<file path="src/rtl/mgmt_bridge_pkg.sv">
package mgmt_bridge_pkg;

  typedef enum logic [1:0] {
    PH_IDLE = 2'd0,
    PH_CMD  = 2'd1,
    PH_TURN = 2'd2,
    PH_RESP = 2'd3
  } mphase_e;

  // A command of the wrong kind for the register it was written to.
  function automatic logic slot_mismatch(input logic to_reply_slot, input logic cmd_msb);
    return to_reply_slot ? !cmd_msb : cmd_msb;
  endfunction

  // System clocks a transfer occupies once it has started.
  function automatic int unsigned xfer_len(input logic is_read, input int unsigned width,
                                           input int unsigned div);
    return is_read ? (2 * width + 1) * div : width * div;
  endfunction

endpackage

</file>
<file path="src/rtl/mgmt_addr_decode.sv">
module mgmt_addr_decode #(
  parameter int AW       = 5,
  parameter int PAGE     = 0,
  parameter int GET_IDX  = 31,
  parameter int SET_IDX  = 30,
  parameter int STAT_IDX = 29
) (
  input  logic          cs,
  input  logic          rd,
  input  logic          wr,
  input  logic [AW-1:0] page,
  input  logic [AW-1:0] rsel,
  input  logic          busy,
  output logic          sel_get,
  output logic          sel_set,
  output logic          sel_stat,
  output logic          rdy,
  output logic          get_wr_acc,
  output logic          set_wr_acc,
  output logic          stat_rd_acc
);

  logic page_hit;
  logic cmd_access;

  assign page_hit = cs && (page == AW'(PAGE));
  assign sel_get  = page_hit && (rsel == AW'(GET_IDX));
  assign sel_set  = page_hit && (rsel == AW'(SET_IDX));
  assign sel_stat = page_hit && (rsel == AW'(STAT_IDX));

  // only the two command registers ever wait on the serial engine
  assign cmd_access = (sel_get || sel_set) && (rd || wr);
  assign rdy        = !(cmd_access && busy);

  assign get_wr_acc  = sel_get && wr && rdy;
  assign set_wr_acc  = sel_set && wr && rdy;
  assign stat_rd_acc = sel_stat && rd && !wr;

endmodule

</file>
<file path="src/rtl/mgmt_cmd_regs.sv">
module mgmt_cmd_regs
  import mgmt_bridge_pkg::*;
#(
  parameter int W = 8
) (
  input  logic         clk,
  input  logic         rst_n,
  input  logic         get_wr_acc,
  input  logic         set_wr_acc,
  input  logic         stat_rd_acc,
  input  logic         sel_get,
  input  logic         sel_set,
  input  logic         sel_stat,
  input  logic [W-1:0] wdata,
  input  logic         reply_valid,
  input  logic [W-1:0] reply_data,
  input  logic         engine_active,
  output logic [W-1:0] rdata,
  output logic         launch,
  output logic [W-1:0] cmd,
  output logic         busy
);

  logic [W-1:0] get_q, set_q;
  logic         err_q;
  logic         raise_err;

  assign raise_err = (get_wr_acc && slot_mismatch(1'b1, wdata[W-1])) ||
                     (set_wr_acc && slot_mismatch(1'b0, wdata[W-1]));

  always_ff @(posedge clk or negedge rst_n) begin
    if (!rst_n) begin
      get_q  <= '0;
      set_q  <= '0;
      cmd    <= '0;
      launch <= 1'b0;
      err_q  <= 1'b0;
    end else begin
      launch <= get_wr_acc || set_wr_acc;
      if (get_wr_acc) begin
        get_q <= wdata;
        cmd   <= wdata;
      end
      if (set_wr_acc) begin
        set_q <= wdata;
        cmd   <= wdata;
      end
      if (reply_valid) get_q <= reply_data;
      if (raise_err) err_q <= 1'b1;
      else if (stat_rd_acc) err_q <= 1'b0;
    end
  end

  assign busy = launch || engine_active;

  always_comb begin
    rdata = '0;
    if (sel_get) rdata = get_q;
    else if (sel_set) rdata = set_q;
    else if (sel_stat) rdata = {{(W-1){1'b0}}, err_q};
  end


  launch_follows_write_chk: assert property (@(posedge clk) disable iff (!rst_n)
    (get_wr_acc || set_wr_acc) |=> (launch && busy));


  err_sticky_chk: assert property (@(posedge clk) disable iff (!rst_n)
    (err_q && !stat_rd_acc) |=> err_q);


  reply_only_read_chk: assert property (@(posedge clk) disable iff (!rst_n)
    reply_valid |-> cmd[W-1]);

endmodule

</file>
<file path="src/rtl/mgmt_serial_engine.sv">
module mgmt_serial_engine
  import mgmt_bridge_pkg::*;
#(
  parameter int W   = 8,
  parameter int DIV = 4
) (
  input  logic         clk,
  input  logic         rst_n,
  input  logic         start,
  input  logic [W-1:0] cmd,
  input  logic         sin,
  output logic         sclk,
  output logic         sout,
  output logic         active,
  output logic         reply_valid,
  output logic [W-1:0] reply_data
);

  localparam int DIV_W = (DIV > 2) ? $clog2(DIV) : 1;
  localparam int BIT_W = $clog2(W);
  localparam int HALF  = DIV / 2;
  localparam bit SAMPLE_AT_END = (HALF == DIV - 1);

  mphase_e          phase_q;
  logic [DIV_W-1:0] div_q;
  logic [BIT_W-1:0] bit_q;
  logic [W-1:0]     sh_q;
  logic             is_read_q;
  logic             bit_end;
  logic             sample_now;
  logic             last_bit;

  assign bit_end    = (div_q == DIV_W'(DIV - 1));
  assign sample_now = (phase_q == PH_RESP) && (div_q == DIV_W'(HALF));
  assign last_bit   = (bit_q == BIT_W'(W - 1));

  always_ff @(posedge clk or negedge rst_n) begin
    if (!rst_n) begin
      phase_q   <= PH_IDLE;
      div_q     <= '0;
      bit_q     <= '0;
      sh_q      <= '0;
      is_read_q <= 1'b0;
    end else if (phase_q == PH_IDLE) begin
      if (start) begin
        phase_q   <= PH_CMD;
        sh_q      <= cmd;
        is_read_q <= cmd[W-1];
        div_q     <= '0;
        bit_q     <= '0;
      end
    end else begin
      div_q <= bit_end ? '0 : div_q + 1'b1;
      if (sample_now) sh_q <= {sh_q[W-2:0], sin};
      if (bit_end) begin
        unique case (phase_q)
          PH_CMD: begin
            sh_q <= {sh_q[W-2:0], 1'b0};
            if (last_bit) begin
              bit_q   <= '0;
              phase_q <= is_read_q ? PH_TURN : PH_IDLE;
            end else begin
              bit_q <= bit_q + 1'b1;
            end
          end
          PH_TURN: begin
            bit_q   <= '0;
            phase_q <= PH_RESP;
          end
          PH_RESP: begin
            if (last_bit) phase_q <= PH_IDLE;
            else bit_q <= bit_q + 1'b1;
          end
          default: phase_q <= PH_IDLE;
        endcase
      end
    end
  end

  assign active      = (phase_q != PH_IDLE);
  assign sclk        = active && (div_q >= DIV_W'(HALF));
  assign sout        = (phase_q == PH_CMD) && sh_q[W-1];
  assign reply_valid = (phase_q == PH_RESP) && bit_end && last_bit;

  generate
    if (SAMPLE_AT_END) begin : g_late
      assign reply_data = {sh_q[W-2:0], sin};
    end else begin : g_early
      assign reply_data = sh_q;
    end
  endgenerate

  // counter-based length check of one whole transfer
  logic [15:0] run_len_q;
  logic        fin;
  assign fin = active && bit_end &&
               (((phase_q == PH_CMD) && last_bit && !is_read_q) || reply_valid);

  always_ff @(posedge clk or negedge rst_n) begin
    if (!rst_n) run_len_q <= '0;
    else if (!active) run_len_q <= '0;
    else run_len_q <= run_len_q + 1'b1;
  end


  xfer_length_chk: assert property (@(posedge clk) disable iff (!rst_n)
    fin |-> (32'(run_len_q) + 1 == xfer_len(is_read_q, W, DIV)));


  start_only_idle_chk: assert property (@(posedge clk) disable iff (!rst_n)
    (start && active) |-> 1'b0);

endmodule

</file>
<file path="src/rtl/mgmt_cmd_bridge.sv">
module mgmt_cmd_bridge #(
  parameter int W        = 8,
  parameter int AW       = 5,
  parameter int DIV      = 4,
  parameter int PAGE     = 0,
  parameter int GET_IDX  = 31,
  parameter int SET_IDX  = 30,
  parameter int STAT_IDX = 29
) (
  input  logic          clk,
  input  logic          rst_n,
  input  logic          bus_cs,
  input  logic          bus_rd,
  input  logic          bus_wr,
  input  logic [AW-1:0] bus_page,
  input  logic [AW-1:0] bus_reg,
  input  logic [W-1:0]  bus_wdata,
  output logic [W-1:0]  bus_rdata,
  output logic          bus_rdy,
  output logic          mg_clk,
  output logic          mg_out,
  input  logic          mg_in
);

  logic         busy;
  logic         sel_get, sel_set, sel_stat;
  logic         get_wr_acc, set_wr_acc, stat_rd_acc;
  logic         launch;
  logic [W-1:0] cmd;
  logic         engine_active;
  logic         reply_valid;
  logic [W-1:0] reply_data;

  mgmt_addr_decode #(
    .AW(AW), .PAGE(PAGE), .GET_IDX(GET_IDX), .SET_IDX(SET_IDX), .STAT_IDX(STAT_IDX)
  ) u_dec (
    .cs(bus_cs), .rd(bus_rd), .wr(bus_wr), .page(bus_page), .rsel(bus_reg),
    .busy(busy), .sel_get(sel_get), .sel_set(sel_set), .sel_stat(sel_stat),
    .rdy(bus_rdy), .get_wr_acc(get_wr_acc), .set_wr_acc(set_wr_acc),
    .stat_rd_acc(stat_rd_acc)
  );

  mgmt_cmd_regs #(.W(W)) u_regs (
    .clk(clk), .rst_n(rst_n), .get_wr_acc(get_wr_acc), .set_wr_acc(set_wr_acc),
    .stat_rd_acc(stat_rd_acc), .sel_get(sel_get), .sel_set(sel_set),
    .sel_stat(sel_stat), .wdata(bus_wdata), .reply_valid(reply_valid),
    .reply_data(reply_data), .engine_active(engine_active), .rdata(bus_rdata),
    .launch(launch), .cmd(cmd), .busy(busy)
  );

  mgmt_serial_engine #(.W(W), .DIV(DIV)) u_eng (
    .clk(clk), .rst_n(rst_n), .start(launch), .cmd(cmd), .sin(mg_in),
    .sclk(mg_clk), .sout(mg_out), .active(engine_active),
    .reply_valid(reply_valid), .reply_data(reply_data)
  );


  idle_quiet_chk: assert property (@(posedge clk) disable iff (!rst_n)
    !busy |-> (!mg_clk && !mg_out));


  launch_clock_low_chk: assert property (@(posedge clk) disable iff (!rst_n)
    (launch && !engine_active) |-> !mg_clk);

endmodule

</file>
<file path="config.mk">
export PLATFORM = sky130hd
export DESIGN_NAME = mgmt_cmd_bridge
export DESIGN_NICKNAME = d
export VERILOG_FILES = /design/src/rtl/mgmt_bridge_pkg.sv /design/src/rtl/mgmt_addr_decode.sv /design/src/rtl/mgmt_cmd_regs.sv /design/src/rtl/mgmt_serial_engine.sv /design/src/rtl/mgmt_cmd_bridge.sv
export SDC_FILE = /design/constraint.sdc
export NUM_CORES = 1
export LEC_CHECK = 0
export BUFFER_PORTS_ARGS = -buffer_cell sky130_fd_sc_hd__buf_2
export CAP_MARGIN = 20
export CELL_PAD_IN_SITES_DETAIL_PLACEMENT = 0
export CELL_PAD_IN_SITES_GLOBAL_PLACEMENT = 1
export CORE_MARGIN = 3
export CORE_UTILIZATION = 30
export CTS_BUF_LIST = sky130_fd_sc_hd__clkbuf_16
export CTS_CLUSTER_DIAMETER = 50
export DETAILED_ROUTE_END_ITERATION = 8
export PLACE_DENSITY = 0.58
export REMOVE_ABC_BUFFERS = 1
export SYNTH_ARGS = -nofsm -noshare
export SYNTH_HDL_FRONTEND = slang
export SYNTH_SLANG_ARGS = --single-unit
export TNS_END_PERCENT = 100
</file>
<file path="constraint.sdc">
create_clock -name clk -period 2 [get_ports clk]
set_input_delay 0.2 -clock clk [delete_from_list [all_inputs] [get_ports clk]]
set_output_delay 0.2 -clock clk [all_outputs]
set_load 0.02 [all_outputs]
</file>
==> flow_metrics.env <==
export IMPL_seq_area_frac_synth_pct=43.80
export IMPL_post_place_ws_ns=0.06341
export IMPL_cts_tree="done"
export IMPL_power_frac_comb_pct=12.9
export IMPL_internal_power_w=0.001614
export IMPL_fin_util_pct=39.58
export IMPL_avgSynthCellArea_sq_um=11.16
export IMPL_clockPowerShare_pct=42.5
export IMPL_p_per_area_nw_per_um2=732.5
export IMPL_async_flop_share_pct=100.0
export IMPL_p_leak_nw=1.458
export IMPL_critPathMaxFanout=20
export IMPL_mostFrequentLayoutCells="42 x dfrtp_1, 34 x buf_2, 22 x mux2_2"
export IMPL_period_share_pct=92.60
export IMPL_vias_per_cell=5.358
export IMPL_drcViolationCount=0
export IMPL_ys_types=45
export IMPL_postRouteAntennaNets=0
export IMPL_min_path_type="in -> reg"
export IMPL_cp_slowest_cell="dfrtp_1"
export IMPL_wire_per_inst_um=17.88
export IMPL_core_area_sq_um=7486
export IMPL_clockRootBuffer="clkbuf_16"
export IMPL_arrival_ns=1.65
export IMPL_drt_initial_drc_count=149
export IMPL_drv_slew=0
export IMPL_swShare_pct=25.62
export IMPL_ys_ff_latch=42
export IMPL_vdd_drop_max_uv=402.0
export IMPL_max_slew_worst_pin_slew_ns=0.5595
export IMPL_initial_core_util_pct=32.06
export IMPL_outcome="finished, final reports clean"
export IMPL_grt_max_degree=21
export IMPL_cap_violations=0
export IMPL_setup_violations=0
export IMPL_setup_ws_ns=0.1479
export IMPL_overflow=0
export IMPL_synth_area_top_cells="dfrtp_1 44%, mux2_2 10%, mux2i_1 5.0%"
export IMPL_cp_required_ns=1.80
export IMPL_crit_path_start="u_eng.phase_q[0]$_DFFE_PN0P_"
export IMPL_grt_total_usage_pct=15.22
export IMPL_firstDrtPassIters=5
export IMPL_timing_rr_start="u_eng.phase_q[1]$_DFFE_PN0P_"
export IMPL_p_switching_w=0.0005559
export IMPL_clk_latency_ns=0.28
export IMPL_cts_buffers=5
export IMPL_slowest_delay_ns=0.35
export IMPL_vias=1929
export IMPL_fmax_ghz=0.5399
export IMPL_ys_flop_type="dfrtp_1"
export IMPL_n_antenna_cell=0
export IMPL_crit_chain="inv_1 > ha_2 > buf_8 > nand2b_4 > o21ai_0 > or2_2 > buf_2"
export IMPL_synth_edff_count=0
export IMPL_globalplace_congestion=0.7452
export IMPL_area_growth_pct=23.46
export IMPL_top_layer_used="met4"
export IMPL_h_tree_depth=2
export IMPL_rsz0062_at_grt="no"
export IMPL_met3_wirelength_um=215
export IMPL_final_common_cell="dfrtp_1"
export IMPL_clk_pin_slew_ns=0.06
export IMPL_hold_start="bus_wdata[5]"
export IMPL_row_count=31
export IMPL_fin_worst_skew_ns=0.002567
export IMPL_syn_cell_area_sq_um=2400
export IMPL_die_y_um=95.44
export IMPL_seqPwrFrac_pct=44.6
export IMPL_min_period_ns=1.852
export IMPL_fin_nets=293
export IMPL_netlist_top_cell_by_area="dfrtp_1"
export IMPL_critPathCaptureType="primary output"
export IMPL_wirelength_um=6437
export IMPL_hold_violations=0
export IMPL_cts_sinks=42
export IMPL_fin_cells=360
export IMPL_critical_path_class="reg -> out"
export IMPL_place_area_sq_um=2743
export IMPL_n_fill_cell=747
export IMPL_routedLengthMet1_um=3133
export IMPL_io_pins=35
export IMPL_dpl_hpwl_um=4766
export IMPL_wl_met2_um=2965
export IMPL_synth_top_area_share_pct=43.80
export IMPL_ys_warn_count=0
export IMPL_multi_input_area_sq_um=1265
export IMPL_dieWidth_um=95.44
export IMPL_drive_above_1_share_pct=34.87
export IMPL_dieArea_sq_um=9109
export IMPL_dp_cells=348
export IMPL_synth_cells=215
export IMPL_stdcell_area_sq_um=2963
export IMPL_grt_pass1_wl_um=10460
export IMPL_slew_headroom_pct=62.70
export IMPL_clock_path_buffers=2
export IMPL_worst_setup_path_start_kind="flop"
export IMPL_regArea_sq_um=1051
export IMPL_io_buffers=34
export IMPL_first_global_vias=1938
export IMPL_antenna_found_initial=0
## timing repair
action	in CTS	in global routing
gates resized for setup	2	2
endpoints found under the setup margin	1	9
hold endpoints to repair	14	0
pin swaps	0	1
buffers inserted	2	1
hold buffers	1	0
## cells by family (layout without fill, tap and decap cells)
family / after synthesis / count (layout) / share of synthesized area [%]
and+or+nand+nor: 55 / 55 / 15.33
DFF: 42 / 42 / 43.80
buffers and inverters: 24 / 70 / 4.171
adders and majority gates: 9 / 9 / 4.692
muxes: 34 / 34 / 15.33
AOI/OAI and AO/OA: 51 / 51 / 16.68
## through the flow
stage | power, W | TNS, ns | hold WS [ns]
final | 0.002170 | 0 | 0.1950
after global routing | 0.002273 | 0 | 0.1968
after CTS | 0.002204 | 0 | 0.1949
after detailed placement | 0.001262 | 0 | 0.1449
after global placement | 0.001257 | 0 | 0.1367
after floorplan | 0.001114 | -3.801 | -0.09559
## metal layers
layer	global-route usage [%]	vias up
met5	0	-
met4	5.332	0
met3	2.762	6
met2	23.38	33
met1	21.45	965
li1	-	925
## power by group through the flow
stage                     combinational, W  sequential (W)  clock (W)
after floorplan                   0.000142        0.000972          0
after global placement            0.000274        0.000982          0
after detailed placement          0.000279        0.000983          0
after CTS                         0.000286        0.000967   0.000951
after global routing              0.000314        0.000979   0.000980
final                             0.000281        0.000967   0.000922
## final cells by class
cell class                 count  share of cell area, %
timing repair buffer          52                  10.64
tap                           99                  4.181
clock buffer                   5                  4.223
inverter                      10                  1.267
sequential                    42                  35.47
clock inverter                 3                  1.520
multi-input combinational    149                  42.69
## cells in the mapped netlist (all sizes together), types with 3 or more instances
cell,count
dfrtp,42
mux2,22
nor2,14
mux2i,12
a21oi,10
inv,10
ha,9
o41ai,9
a41oi,8
and4b,8
a22oi,7
buf,7
clkbuf,7
o32ai,6
nand2,4
and4,3
nand2b,3
nor2b,3
o21ai,3
## flip-flops by register name (all words and copies together) (netlist names)
register / flops
u_eng.div_q: 2
u_eng.is_read_q: 1
u_eng.reply_data: 8
u_eng.bit_q: 3
u_eng.phase_q: 2
u_regs.cmd: 8
u_regs.get_q: 8
u_regs.launch: 1
u_regs.set_q: 8
u_regs.err_q: 1
## worst max-delay path: cells and delay by family, from the launching register on
family | cells | cell delay, ns
buf+inv | 3 | 0.39
flops | 1 | 0.35
compound gates | 1 | 0.07
simple gates | 2 | 0.35
fa+ha+maj | 1 | 0.21
## path summary, 6_finish.rpt
kind                                               end  slack, ns  cells past startpoint
setup / recovery                               bus_rdy       0.15                      7
min in group asynchronous  u_regs.set_q[5]$_DFFE_PN0P_       0.37                      2
hold reg to reg              u_regs.cmd[0]$_DFFE_PN0P_       0.50                      1
hold / removal               u_regs.cmd[5]$_DFFE_PN0P_       0.20                      2
max in group asynchronous  u_regs.get_q[0]$_DFFE_PN0P_       1.10                      3
setup reg to reg             u_regs.cmd[6]$_DFFE_PN0P_       0.19                      5
Note: power is estimated with default switching activity, not from simulation.
